==> config.mk <==
export PLATFORM = sky130hd
export DESIGN_NAME = irq_post_clr_reg
export DESIGN_NICKNAME = d
export VERILOG_FILES = /design/src/rtl/irq_pkg.sv /design/src/rtl/irq_edge_detect.sv /design/src/rtl/irq_flag_bank.sv /design/src/rtl/irq_post_clr_reg.sv
export SDC_FILE = /design/constraint.sdc
export NUM_CORES = 1
export LEC_CHECK = 0
export BUFFER_PORTS_ARGS = -buffer_cell sky130_fd_sc_hd__buf_2
export CORE_MARGIN = 3
export CORE_UTILIZATION = 42
export CTS_BUF_LIST = sky130_fd_sc_hd__clkbuf_2 sky130_fd_sc_hd__clkbuf_4 sky130_fd_sc_hd__clkbuf_8
export DETAILED_ROUTE_END_ITERATION = 7
export GPL_TIMING_DRIVEN = 0
export HOLD_SLACK_MARGIN = 0.05
export PLACE_DENSITY_LB_ADDON = 0.3
export SLEW_MARGIN = 10
export SYNTH_ARGS = -nofsm -noshare
export SYNTH_HDL_FRONTEND = slang
export SYNTH_HIERARCHICAL = 1
export SYNTH_SLANG_ARGS = --single-unit
==> constraint.sdc <==
create_clock -name clk_i -period 1.1 [get_ports clk_i]
set_input_delay 0.055 -clock clk_i [delete_from_list [all_inputs] [get_ports clk_i]]
set_output_delay 0.055 -clock clk_i [all_outputs]
set_load 0.05 [all_outputs]
==> src/rtl/irq_pkg.sv <==
package irq_pkg;
  localparam int unsigned NUM_SRC = 6;
  localparam int unsigned DATA_W  = 8;
  localparam int unsigned ADDR_W  = 8;
  // source-to-bit mapping, decoded by the priority controller
  localparam int unsigned SRC_I2C0 = 0;
  localparam int unsigned SRC_I2C1 = 1;
  localparam int unsigned SRC_SAR  = 2;
  localparam int unsigned SRC_RTC  = 3;
  localparam int unsigned SRC_AC4  = 4;
  localparam int unsigned SRC_AC5  = 5;
  typedef enum logic {WR_CLEAR = 1'b0, WR_POST = 1'b1} wr_mode_e;
endpackage

==> src/rtl/irq_edge_detect.sv <==
module irq_edge_detect #(
  parameter int unsigned N = 6
) (
  input  logic         clk_i,
  input  logic         rst_ni,
  input  logic [N-1:0] lvl_i,
  output logic [N-1:0] rise_o
);
  logic [N-1:0] prev_q;

  for (genvar g = 0; g < N; g++) begin : g_bit
    always_ff @(posedge clk_i or negedge rst_ni) begin
      if (!rst_ni) prev_q[g] <= 1'b0;
      else         prev_q[g] <= lvl_i[g];
    end
    assign rise_o[g] = lvl_i[g] & ~prev_q[g];
  end


  rise_one_cycle_chk: assert property (@(posedge clk_i) disable iff (!rst_ni)
    (rise_o != '0) |=> ((rise_o & $past(rise_o)) == '0));
endmodule

==> src/rtl/irq_flag_bank.sv <==
module irq_flag_bank #(
  parameter int unsigned N = 6
) (
  input  logic         clk_i,
  input  logic         rst_ni,
  input  logic [N-1:0] hw_set_i,
  input  logic         wr_i,
  input  logic         mode_i,
  input  logic [N-1:0] wbits_i,
  input  logic [N-1:0] ack_i,
  output logic [N-1:0] flag_o
);
  import irq_pkg::*;
  logic [N-1:0] flag_q, sw_set, sw_clr;

  assign sw_set = (wr_i && mode_i == WR_POST)  ?  wbits_i : '0;
  assign sw_clr = (wr_i && mode_i == WR_CLEAR) ? ~wbits_i : '0;

  for (genvar g = 0; g < N; g++) begin : g_flag
    always_ff @(posedge clk_i or negedge rst_ni) begin
      if (!rst_ni)                          flag_q[g] <= 1'b0;
      else if (hw_set_i[g] || sw_set[g])    flag_q[g] <= 1'b1; // set wins
      else if (sw_clr[g] || ack_i[g])       flag_q[g] <= 1'b0;
    end
  end
  assign flag_o = flag_q;


  ack_onehot_chk: assert property (@(posedge clk_i) disable iff (!rst_ni)
    $onehot0(ack_i));

  hw_set_chk: assert property (@(posedge clk_i) disable iff (!rst_ni)
    (hw_set_i != '0) |=> ((flag_q & $past(hw_set_i)) == $past(hw_set_i)));

  sw_post_chk: assert property (@(posedge clk_i) disable iff (!rst_ni)
    (wr_i && mode_i) |=> ((flag_q & $past(wbits_i)) == $past(wbits_i)));

  sw_clear_chk: assert property (@(posedge clk_i) disable iff (!rst_ni)
    (wr_i && !mode_i) |=> ((flag_q & ~$past(hw_set_i) & ~$past(wbits_i)) == '0));

  ack_clear_chk: assert property (@(posedge clk_i) disable iff (!rst_ni)
    (ack_i != '0 && !wr_i) |=> ((flag_q & $past(ack_i) & ~$past(hw_set_i)) == '0));
endmodule

==> src/rtl/irq_post_clr_reg.sv <==
module irq_post_clr_reg #(
  parameter int unsigned                  NUM_SRC  = irq_pkg::NUM_SRC,
  parameter int unsigned                  DATA_W   = irq_pkg::DATA_W,
  parameter int unsigned                  ADDR_W   = irq_pkg::ADDR_W,
  parameter logic [irq_pkg::ADDR_W-1:0]   REG_ADDR = 8'hDD
) (
  input  logic               clk_i,
  input  logic               rst_ni,
  input  logic [ADDR_W-1:0]  addr_i,
  input  logic               we_i,
  input  logic [DATA_W-1:0]  wdata_i,
  output logic [DATA_W-1:0]  rdata_o,
  input  logic               sw_int_en_i,
  input  logic [NUM_SRC-1:0] hw_evt_i,
  input  logic [NUM_SRC-1:0] ack_i,
  output logic [NUM_SRC-1:0] posted_o
);
  localparam int unsigned PAD_W = DATA_W - NUM_SRC;

  logic               hit, wr;
  logic [NUM_SRC-1:0] rise;

  assign hit = (addr_i == REG_ADDR);
  assign wr  = we_i && hit;

  irq_edge_detect #(.N(NUM_SRC)) u_edge (
    .clk_i  (clk_i),
    .rst_ni (rst_ni),
    .lvl_i  (hw_evt_i),
    .rise_o (rise)
  );

  irq_flag_bank #(.N(NUM_SRC)) u_bank (
    .clk_i    (clk_i),
    .rst_ni   (rst_ni),
    .hw_set_i (rise),
    .wr_i     (wr),
    .mode_i   (sw_int_en_i),
    .wbits_i  (wdata_i[NUM_SRC-1:0]), // reserved bits dropped
    .ack_i    (ack_i),
    .flag_o   (posted_o)
  );

  assign rdata_o = hit ? {{PAD_W{1'b0}}, posted_o} : '0;


  read_match_chk: assert property (@(posedge clk_i) disable iff (!rst_ni)
    hit |-> (rdata_o[NUM_SRC-1:0] == posted_o));

  no_write_chk: assert property (@(posedge clk_i) disable iff (!rst_ni)
    (!wr && rise == '0 && ack_i == '0) |=> $stable(posted_o));
endmodule

==> flow_summary.toml <==
[placed_design]
io_buffers = 41
pre_cts_ws_ps = -579
post-dp-hpwl_mm = 1.32
gp_congestion = 0.705
placedCellCount = 126

[grt]
grt_max_degree = 13
grtUsageTotal_pct = 19.5
antenna_found_initial = 0
grt_overflow_total = 0
grt_pass1_vias = 672
grt_pass1_wl_mm = 2.82

[synthesis]
ys_warn_count = 6
ys_ff_latch = 12
syn-instance-count = 69
ys_types = 14
avgSynthCellArea_um2 = 9.81
synth_seq_area_share_pct = 44.4
synth_area_um2 = 677

[power_and_ir_drop]
powerDensity_mw_per_mm2 = 980
pwr-share-seq_pct = 43.7
leakagePower_nw = 0.584
ir_worst_vdd_mv = 0.986
internal-power_mw = 0.775
power.switching_mw = 0.352
clkPwrFrac_pct = 28.5
p_sw_share_pct = 31.3
power.total_mw = 1.13
comb_power_share_pct = 27.8

[clock_tree]
clkTransAtPathRegs_ps = 80
cts_made_buffers = 3
root_buffer = "clkbuf_4"
numClockSinks = 12
clock_latency_ps = 280
cts_max_level = 1
cts_max_path_buffers = 2
cts_tree = "done"

[drt]
via_per_inst = 5.04
drt-total-wl_mm = 2.03
first_iter_violations = 9
drcViolationCount = 0
vias = 715
postRouteAntennaNets = 0
wl_per_cell_um = 14.3
drt_first_pass_iters = 4

[layout]
finalNetCount = 160
drive_above_1_share_pct = 55.9
final_cells = 142
antenna_cells = 0
layout_commonest_cell = "buf_2"
final_cell_mix = "buf_2, a21oi_1, buf_4, dfrtp_1"
fin_util_pct = 82.2
multi_input_area_um2 = 383
nFillCells = 90
regArea_um2 = 303
syn_to_final_growth_pct = 69.9

[die]
dieArea_mm2 = 0.00213
core-area_mm2 = 0.00140
pin_count = 46
rows = 13
start_util_pct = 48.4
die_width_um = 46.1
die_y_um = 46.1

[timing]
slew_viol_final = 0
final_hold_viol_count = 0
clock.fmax_mhz = 897
rsz0062_at_grt = "true"
worst_slack_ps = -15.4
setup_viol = 1
finalCritPeriodShare_pct = 101
finalSetupTns_ps = -15.4
period_minus_slack_ps = 1120
fin_skew_ps = 0.328

[critical_path]
path_class = "reg2out"
crit_required_ps = 1040
critPathArrivalTime_ps = 1060
crit_fanout = 2
cp-end-kind = "primary output"
start_kind = "flip-flop"

[run]
max_cap_viol_count = 0

[worst_hold_path]
hold_path.class = "in2reg"

[status]
violations = "negative setup slack"
status = "complete, but fails checks"
[repair_timing]
| item | CTS | global route |
|---|---|---|
| pin swaps | 4 | 3 |
| hold buffers | 7 | 0 |
| gates cloned | 0 | 0 |
| endpoints found under the hold margin | 18 | 0 |
| endpoints found under the setup margin | 12 | 10 |
| buffers inserted | 3 | 2 |
| resized for setup | 10 | 10 |
[metrics by stage]
stage                     area, um^2  hold slack [ps]
after CTS                       1110             66.2
after global placement           961            -51.7
after global routing            1150             93.9
final                           1150             72.5
after detailed placement         961            -53.2
after floorplan                  737             -241
[sequential cells by signal, indices dropped and copies added, names as in the netlist]
name and count:
u_bank/flag_o 6, u_edge/prev_q 6
[final cells by class]
type | count | share of cell area (%)
Buffer | 4 | 2.94
Tap cell | 15 | 1.63
Clock buffer | 4 | 2.61
Inverter | 7 | 2.29
Multi-Input combinational cell | 47 | 33.3
Timing Repair Buffer | 53 | 30.9
Sequential cell | 12 | 26.3
[cell usage after synthesis]
| cell type | count | area [um^2] |
|---|---|---|
| a21oi_1 | 12 | 60.1 |
| dfrtp_1 | 12 | 300 |
| inv_1 | 7 | 26.3 |
| nor3_1 | 7 | 35.0 |
| nand2b_1 | 6 | 37.5 |
| nor2b_1 | 6 | 37.5 |
| nor2b_4 | 6 | 82.6 |
| o21bai_1 | 6 | 45.0 |
| buf_4 | 2 | 15.0 |
| buf_2 | 1 | 5.00 |
| buf_6 | 1 | 11.3 |
| conb_1 | 1 | 3.75 |
| nand4_1 | 1 | 6.26 |
| nand4bb_1 | 1 | 11.3 |
[kinds of logic (layout without fill, tap and decap cells)]
family                 count (synthesis)  count (layout)  synth area share, %
flip-flops                            12              12                 44.4
other                                  1               2                0.554
AND/OR/NAND/NOR                       27              27                 31.1
AO/OA/AOI/OAI                         18              18                 15.5
buffers and inverters                 11              68                 8.50
[critical path: stages, from the launching register on]
cell     delay, ps
dfrtp_1        380
inv_2           50
nor3_2         170
buf_6          180
[power by group through the flow]
stage	clock network (mW)	registers (mW)	logic (mW)
after global placement	0	0.499	0.256
after detailed placement	0	0.500	0.262
after global routing	0.341	0.495	0.334
final	0.321	0.492	0.314
after CTS	0.327	0.490	0.294
after floorplan	0	0.563	0.103
[path summary, 6_finish.rpt]
kind / from / to / slack, ps / depth (start not counted)
max: u_bank/flag_o[4] / rdata_o[4] / -20 / 3
min in group asynchronous: rst_ni / u_edge/prev_q[1] / 180 / 2
max reg2reg: u_bank/flag_o[3] / u_bank/flag_o[3] / 80 / 4
min reg2reg: u_edge/prev_q[2] / u_bank/flag_o[2] / 580 / 2
max in group asynchronous: rst_ni / u_bank/flag_o[2] / 690 / 2
min: wdata_i[4] / u_bank/flag_o[4] / 70 / 3
[metal layers]
metal,track usage (%),up-vias,share of wire (%)
li1,-,341,-
met1,19.8,335,36
met2,37.1,35,54
met3,4.30,4,8.5
met4,8.52,0,1.1
met5,0,-,0
Note: power is estimated with default switching activity, not from simulation.
